### config.mk
export PLATFORM = sky130hd
export DESIGN_NAME = tribus_core
export DESIGN_NICKNAME = d
export VERILOG_FILES = /design/src/rtl/tribus_pkg.sv /design/src/rtl/tribus_regfile.sv /design/src/rtl/tribus_alu.sv /design/src/rtl/tribus_sequencer.sv /design/src/rtl/tribus_core.sv
export SDC_FILE = /design/constraint.sdc
export NUM_CORES = 1
export LEC_CHECK = 0
export ABC_AREA = 1
export BUFFER_PORTS_ARGS = -buffer_cell sky130_fd_sc_hd__buf_2
export CAP_MARGIN = 20
export CORE_MARGIN = 2
export CORE_UTILIZATION = 30
export DETAILED_ROUTE_END_ITERATION = 10
export GPL_ROUTABILITY_DRIVEN = 0
export PLACE_DENSITY = 0.49
export SYNTH_ARGS = -nofsm -noshare
export SYNTH_HDL_FRONTEND = slang
export SYNTH_SLANG_ARGS = --single-unit
### constraint.sdc
create_clock -name clk -period 4.8 [get_ports clk]
set_clock_uncertainty 0.15 [all_clocks]
set_input_delay 0.72 -clock clk [delete_from_list [all_inputs] [get_ports clk]]
set_output_delay 0.72 -clock clk [all_outputs]
set_load 0.005 [all_outputs]
### src/rtl/tribus_pkg.sv
package tribus_pkg;
  typedef enum logic [1:0] {
    PH_FETCH  = 2'd0,
    PH_WAIT   = 2'd1,
    PH_DECODE = 2'd2,
    PH_EXEC   = 2'd3
  } phase_t;

  typedef enum logic {
    ALU_PASS_B = 1'b0,
    ALU_ADD    = 1'b1
  } alu_op_t;
endpackage

### src/rtl/tribus_regfile.sv
module tribus_regfile #(
  parameter int DW   = 32,
  parameter int NREG = 16,
  localparam int IW  = $clog2(NREG)
) (
  input  logic          clk,
  input  logic          rst,
  input  logic [IW-1:0] ra_a,
  input  logic [IW-1:0] ra_b,
  output logic [DW-1:0] rd_a,
  output logic [DW-1:0] rd_b,
  input  logic          we,
  input  logic [IW-1:0] wa,
  input  logic [DW-1:0] wd
);
  logic [DW-1:0] mem [NREG];

  // Seeded contents on reset; synchronous single write port.
  always_ff @(posedge clk) begin
    if (rst) begin
      for (int i = 0; i < NREG; i++) mem[i] <= DW'(i);
    end else if (we) begin
      mem[wa] <= wd;
    end
  end

  // Two asynchronous read ports, one per source bus.
  assign rd_a = mem[ra_a];
  assign rd_b = mem[ra_b];
endmodule

### src/rtl/tribus_alu.sv
module tribus_alu
  import tribus_pkg::*;
#(
  parameter int DW = 32
) (
  input  alu_op_t       op,
  input  logic [DW-1:0] bus_a,
  input  logic [DW-1:0] bus_b,
  output logic [DW-1:0] bus_c
);
  always_comb begin
    unique case (op)
      ALU_ADD:    bus_c = bus_a + bus_b;
      default:    bus_c = bus_b;
    endcase
  end
endmodule

### src/rtl/tribus_sequencer.sv
module tribus_sequencer
  import tribus_pkg::*;
(
  input  logic   clk,
  input  logic   rst,
  input  logic   mem_done,
  output phase_t phase
);
  phase_t phase_nx;

  always_comb begin
    unique case (phase)
      PH_FETCH:  phase_nx = PH_WAIT;
      PH_WAIT:   phase_nx = mem_done ? PH_DECODE : PH_WAIT;
      PH_DECODE: phase_nx = PH_EXEC;
      default:   phase_nx = PH_FETCH;
    endcase
  end

  always_ff @(posedge clk) begin
    if (rst) phase <= PH_FETCH;
    else     phase <= phase_nx;
  end

  assert_wait_hold_R3: assert property (@(posedge clk) disable iff (rst)
    (phase == PH_WAIT && !mem_done) |=> phase == PH_WAIT);
  assert_decode_to_exec_R5: assert property (@(posedge clk) disable iff (rst)
    phase == PH_DECODE |=> phase == PH_EXEC);
  assert_exec_returns_R7: assert property (@(posedge clk) disable iff (rst)
    phase == PH_EXEC |=> phase == PH_FETCH);
endmodule

### src/rtl/tribus_core.sv
module tribus_core
  import tribus_pkg::*;
#(
  parameter int DW      = 32,
  parameter int NREG    = 16,
  parameter int PC_STEP = 4,
  parameter int DST_LSB = 20,
  parameter int SA_LSB  = 16,
  parameter int SB_LSB  = 12,
  localparam int IW     = $clog2(NREG)
) (
  input  logic          clk,
  input  logic          rst,
  output logic [DW-1:0] mem_addr,
  output logic          mem_rd,
  input  logic [DW-1:0] mem_rdata,
  input  logic          mem_done,
  output logic [1:0]    phase,
  output logic [DW-1:0] ir,
  output logic          wb_en,
  output logic [IW-1:0] wb_idx,
  output logic [DW-1:0] wb_data,
  output logic          instr_end
);
  phase_t        ph;
  alu_op_t       alu_op;
  logic [DW-1:0] pc_q, pc_inc, mdr_q;
  logic [DW-1:0] bus_a, bus_b, bus_c, rf_b;
  logic [IW-1:0] f_dst, f_sa, f_sb;

  assign f_dst = ir[DST_LSB +: IW];
  assign f_sa  = ir[SA_LSB  +: IW];
  assign f_sb  = ir[SB_LSB  +: IW];

  tribus_sequencer u_seq (
    .clk(clk), .rst(rst), .mem_done(mem_done), .phase(ph)
  );
  assign phase = ph;

  tribus_regfile #(.DW(DW), .NREG(NREG)) u_rf (
    .clk(clk), .rst(rst),
    .ra_a(f_sa), .ra_b(f_sb), .rd_a(bus_a), .rd_b(rf_b),
    .we(ph == PH_EXEC), .wa(f_dst), .wd(bus_c)
  );

  // Source bus B is shared by PC (fetch), MDR (decode) and port B (execute).
  always_comb begin
    unique case (ph)
      PH_FETCH:  bus_b = pc_q;
      PH_DECODE: bus_b = mdr_q;
      default:   bus_b = rf_b;
    endcase
  end
  assign alu_op = (ph == PH_EXEC) ? ALU_ADD : ALU_PASS_B;

  tribus_alu #(.DW(DW)) u_alu (
    .op(alu_op), .bus_a(bus_a), .bus_b(bus_b), .bus_c(bus_c)
  );

  // Dedicated PC incrementer, independent of the ALU adder.
  assign pc_inc = pc_q + DW'(PC_STEP);

  always_ff @(posedge clk) begin
    if (rst) begin
      pc_q      <= '0;
      mem_addr  <= '0;
      mem_rd    <= 1'b0;
      mdr_q     <= '0;
      ir        <= '0;
      wb_en     <= 1'b0;
      wb_idx    <= '0;
      wb_data   <= '0;
      instr_end <= 1'b0;
    end else begin
      wb_en     <= 1'b0;
      instr_end <= 1'b0;
      unique case (ph)
        PH_FETCH: begin
          mem_addr <= bus_c;
          pc_q     <= pc_inc;
          mem_rd   <= 1'b1;
        end
        PH_WAIT: begin
          if (mem_done) begin
            mdr_q  <= mem_rdata;
            mem_rd <= 1'b0;
          end
        end
        PH_DECODE: ir <= bus_c;
        default: begin
          wb_en     <= 1'b1;
          wb_idx    <= f_dst;
          wb_data   <= bus_c;
          instr_end <= 1'b1;
        end
      endcase
    end
  end

  assert_pc_advance_R2: assert property (@(posedge clk) disable iff (rst)
    ph == PH_FETCH |=> pc_q == $past(pc_q) + DW'(PC_STEP));
  assert_rd_only_waiting_R3: assert property (@(posedge clk) disable iff (rst)
    mem_rd |-> ph == PH_WAIT);
  assert_ir_only_decode_R5: assert property (@(posedge clk) disable iff (rst)
    $past(ph) != PH_DECODE |-> $stable(ir));
  assert_wb_from_exec_R6: assert property (@(posedge clk) disable iff (rst)
    wb_en |-> ($past(ph) == PH_EXEC && instr_end && ph == PH_FETCH));
endmodule

== Word level (Yosys, flattened, before mapping) ==
Memories as Yosys holds them, arrays and structs flattened. A register that Yosys moved wholly into a read port is not among the register bits.
Cells that the tools add are included.

* Output and inout bits: 105
* Memory bits (writable): 512
* Memories kept: 1
* Input bits: 35
* Flip-flop bits (word level): 168

{| class="wikitable"
|+ Memories
! name !! words !! width !! rd ports !! clocked after Yosys merged registers in !! write ports !! RTL line !! source
|-
| u_rf.mem || 16 || 32 || 2 || 2 || 16 || tribus_regfile.sv:16 || <nowiki>logic [DW-1:0] mem [NREG];</nowiki>
|}

* Multiplexer cells: 19
* Equal/unequal tests: 4
* Reduce and logical (&&, ||, !) cells: 6
* $add $sub $neg: 2

{| class="wikitable"
|+ Operators by type and width
! cell !! count
|-
| two-way mux 32 bit || 2
|-
| one-hot mux 32 bit (2 select lines) || 1
|-
| adder 32 x 3 -> 32 bit, second input constant || 1
|-
| adder 32 bit || 1
|-
| OR reduction 32 bit || 1
|-
| two-way mux 4 bit || 5
|-
| two-way mux 1 bit || 8
|-
| one-hot mux 2 bit (3 select lines) || 1
|-
| == test 2 bit, second input constant || 2
|-
| AND reduction 2 bit || 2
|-
| OR reduction 3 bit || 1
|-
| == test 2 x 1 -> 1 bit, second input constant || 1
|-
| zero test 2 bit || 1
|-
| two-way mux 2 bit || 1
|-
| != test 2 bit, second input constant || 1
|-
| one-hot mux 1 bit (2 select lines) || 1
|-
| nonzero test 2 bit || 1
|}

== Longest topological paths before layout ==
* Depth after elaboration: 6
* Mapped depth: 27
* Mapped depth without buffers: 22

== Modules after synthesis ==
Synthesis repeated with hierarchy kept, for this count alone.

* Cell total of the unflattened synthesis: 5458
* Area total of the unflattened synthesis: 39221.4 µm²

{| class="wikitable"
|+ Modules (own cells, without submodules)
! module !! cells an instance !! area an instance (µm²) !! instances
|-
| tribus_regfile || 3918 || 29513.3 || 1
|-
| tribus_core || 953 || 6854.1 || 1
|-
| tribus_alu || 577 || 2782.7 || 1
|-
| tribus_sequencer || 10 || 71.3 || 1
|}

== Worst setup path before layout ==
Ideal clock, no wire load.

* Path type: reg-to-reg
* Start point: register (tool-made name)
* End point: memory u_rf.mem[8][14] (data pin)
* Clock period less this slack: 3820 ps
* Buffers on the path: 6
* Setup slack: 980 ps
* Arrival: 3398 ps
* Stages on the path, launching flop included: 20
* Path through: dfxtp_1 -> buf_2 -> buf_2 -> buf_2 -> buf_2 -> clkbuf_1 -> a21oi_1 -> o221ai_1 -> nand2_1 -> ha_1 -> fa_1 -> nand3_1 -> nand2_1 -> nand3_1 -> nand2_1 -> nand2_1 -> nand2_1 -> o21ai_1 -> clkbuf_1 -> a21oi_1

{| class="wikitable"
|+ RTL lines
! item !! RTL line
|-
| to (decl) || tribus_regfile.sv:16
|}

==> summary.txt <==
status = finished clean
final wirelength = 158000 um
first-pass GRT wire length = 226000 um
Worst path slowest cell = nor2_1
Synth cell types = 44
Post-Synth Adder-Cell Area = 1.13%
largest family of logic cells by synthesized area = compound AO/OA/AOI/OAI gates
mux contribution to synthesized area = 0%
Slew HR = 30.8%
layout cell share with drive strength beyond 1 = 13.6%
initial core utilization = 30.2%
crit path capture type = register
cts bufs inserted = 81
Yosys top cell area share = 41.2%
RSZ-0062 raised after global routing = false
Compound-Gate Fraction of Synth Area = 24.2%
post-synthesis async set-or-reset flop share = 0%
vias in the first global route = 32200
setup tns final = 0 ns
CP bufs+invs = 3
Arrival @ worst endpoint = 4.79 ns
Syn Area/Cell = 8.39 um^2
root buffer cell = clkbuf_16
initial DRC count = 4076
die area = 127000 um^2
final hold vios = 0
Hold/Removal Path Class = primary input to register
drt drc = 0
Tightest Pin Transition = 1.04 ns
hpwl dp = 94000 um
Die X = 357 um
CP most frequent cell = nand2_1
via count = 34300
post-synthesis xor/xnor area fraction = 0.305%
wire per inst = 25.6 um
Leak Pwr = 15.6 nW
count leader, synth = a21oi_1
nets = 4539
Crit Path Category = register to register
Synth Flop Type = edfxtp_1
Post-synth top cells = a21oi_1, o21ai_0, nand2_1
CP max FO = 57
Syn Inst Count = 4452
CTS max path bufs = 3
first-pass detailed-route iteration total = 6
IO Count = 140
area grow syn2layout = 14.4%
ant diodes = 0
Final Power = 0.0140 W
largest net degree at the start of global routing = 92
CP top delay family = simple AND/OR/NAND/NOR gates
Slew Limit Fails = 0
WHS = 0.110 ns
DR vias/cell = 5.55
clk sink count = 686
Synth warnings = 0
period utilization = 94.6%
num rows = 129
CP max stage delay = 0.46 ns
Critical Path RT = 5.04 ns
EDFF count, synth = 512
post-synthesis sequential area ratio = 50.5%
# setup viols final = 0
core area = 124000 um^2
clk slew on worst S/H paths = 0.06 ns
gr ovfl total = 0
die height = 357 um
H-tree levels = 3
Buffers on Ports = 139
CTS tree = done
max-cap viol count = 0
Setup crit start kind = register
post_cts resized = 0
VDD IR-drop max = 273 uV
Mapped Area = 37400 um^2
clk_lat worst skew = 0.70 ns
Setup Buffers After CTS = 0
min cycle time layout = 4.54 ns
GR Util All Layers = 24.2%
Synth Net Count = 4520
FF+latch count, synth = 686
PD cells = 328 nW/um^2
Fmax achieved = 220 MHz
antenna viol nets, final = 0
number of antenna violations at the first check in global routing = 2
Yosys top cell by area = edfxtp_1
worst-path cell chain = buf_12 > buf_12 > a21oi_1 > o21ai_0 > nand3_1 > nand2_1 > nand2_1 > nand3_1 > nand3_2 > ha_1 > nand2_1 > nor2_1 > a21oi_1 > nor2_1 > nor2_1 > nand2_1 > nand2_1 > nand3_1 > and2_1 > buf_4 > nor2_1
hold_buf cts = 0
top area cells in the synthesized netlist = edfxtp_1, a21oi_1, dfxtp_1
simple-gate portion of the synthesized area = 15.3%
==> power breakdown <==
part	switching [W]	internal [W]	total (W)	leakage, nW
sequential	0.0000941	0.00653	0.00662	6.59
combinational	0.000915	0.000322	0.00124	7.75
clock	0.00265	0.00350	0.00615	1.28
total	0.00366	0.0104	0.0140	15.6
==> state kept, by name (all words and copies together) (netlist names), 2 cells and up, named ones only <==
name         count
wb_idx           4
u_rf.mem       512
mem_addr        32
u_seq.phase      2
wb_data         32
ir              32
mdr_q           32
pc_q            30
==> kinds of logic after synthesis <==
group           after synthesis
simple gates               1344
compound gates             1677
fa+ha+maj                    33
xor+xnor                     13
buf+inv                     699
flops                       686
==> per-layer routing <==
layer	up-vias	wire, um	global-route usage (%)
li1	15600	-	-
met1	16700	65100	32.1
met2	1616	72200	38.6
met3	389	12600	4.18
met4	0	7970	11.0
met5	-	0	0
==> final timing paths <==
| kind | startpoint | to | slack (ns) | depth (start not counted) |
|---|---|---|---|---|
| max | register | u_rf.mem[6][27] | 0.26 | 21 |
| min | mem_rdata[29] | mdr_q[29] | 0.11 | 3 |
| max reg2reg | register | u_rf.mem[6][27] | 0.26 | 21 |
| min reg2reg | mem_addr[0] | mem_addr[0] | 0.29 | 2 |
==> worst min-delay path, delay by kind of cell <==
| kind | cells | cell delay [ns] |
|---|---|---|
| and+or+nand+nor | 2 | 0.12 |
| buffers and inverters | 1 | 0.07 |
==> final cells by class <==
type	instances	area, um^2
clock inverters	21	129
inverters	329	1240
fillers	13000	80900
flip-flops and latches	686	18900
clock buffers	127	2440
repair buffers	306	2610
well taps	1637	2050
multi-input cells	3067	15400
==> through the flow <==
step / instances / util (%) / setup WS [ns] / cell area (um^2)
floorplan: 4452 / - / 0.980 / 37400
global placement: 6024 / 32.5 / 0.419 / 40100
detailed placement: 6024 / 32.5 / 0.439 / 40100
CTS: 6172 / 34.5 / 0.427 / 42700
global route: 6173 / 34.6 / 0.00661 / 42700
finish: 6173 / 34.6 / 0.257 / 42700
==> layout by cell type, fill, tap and decap left out, drive strengths merged, types with 32 or more instances in the layout <==
cell type and n:
a21oi 823, buf 306, clkbuf 127, dfxtp 174, edfxtp 512, ha 32
inv 330, nand2 629, nand3 222, nor2 444, o211ai 77, o21ai 692
o221ai 54
No activity file was read; power rests on OpenSTA's default activity.
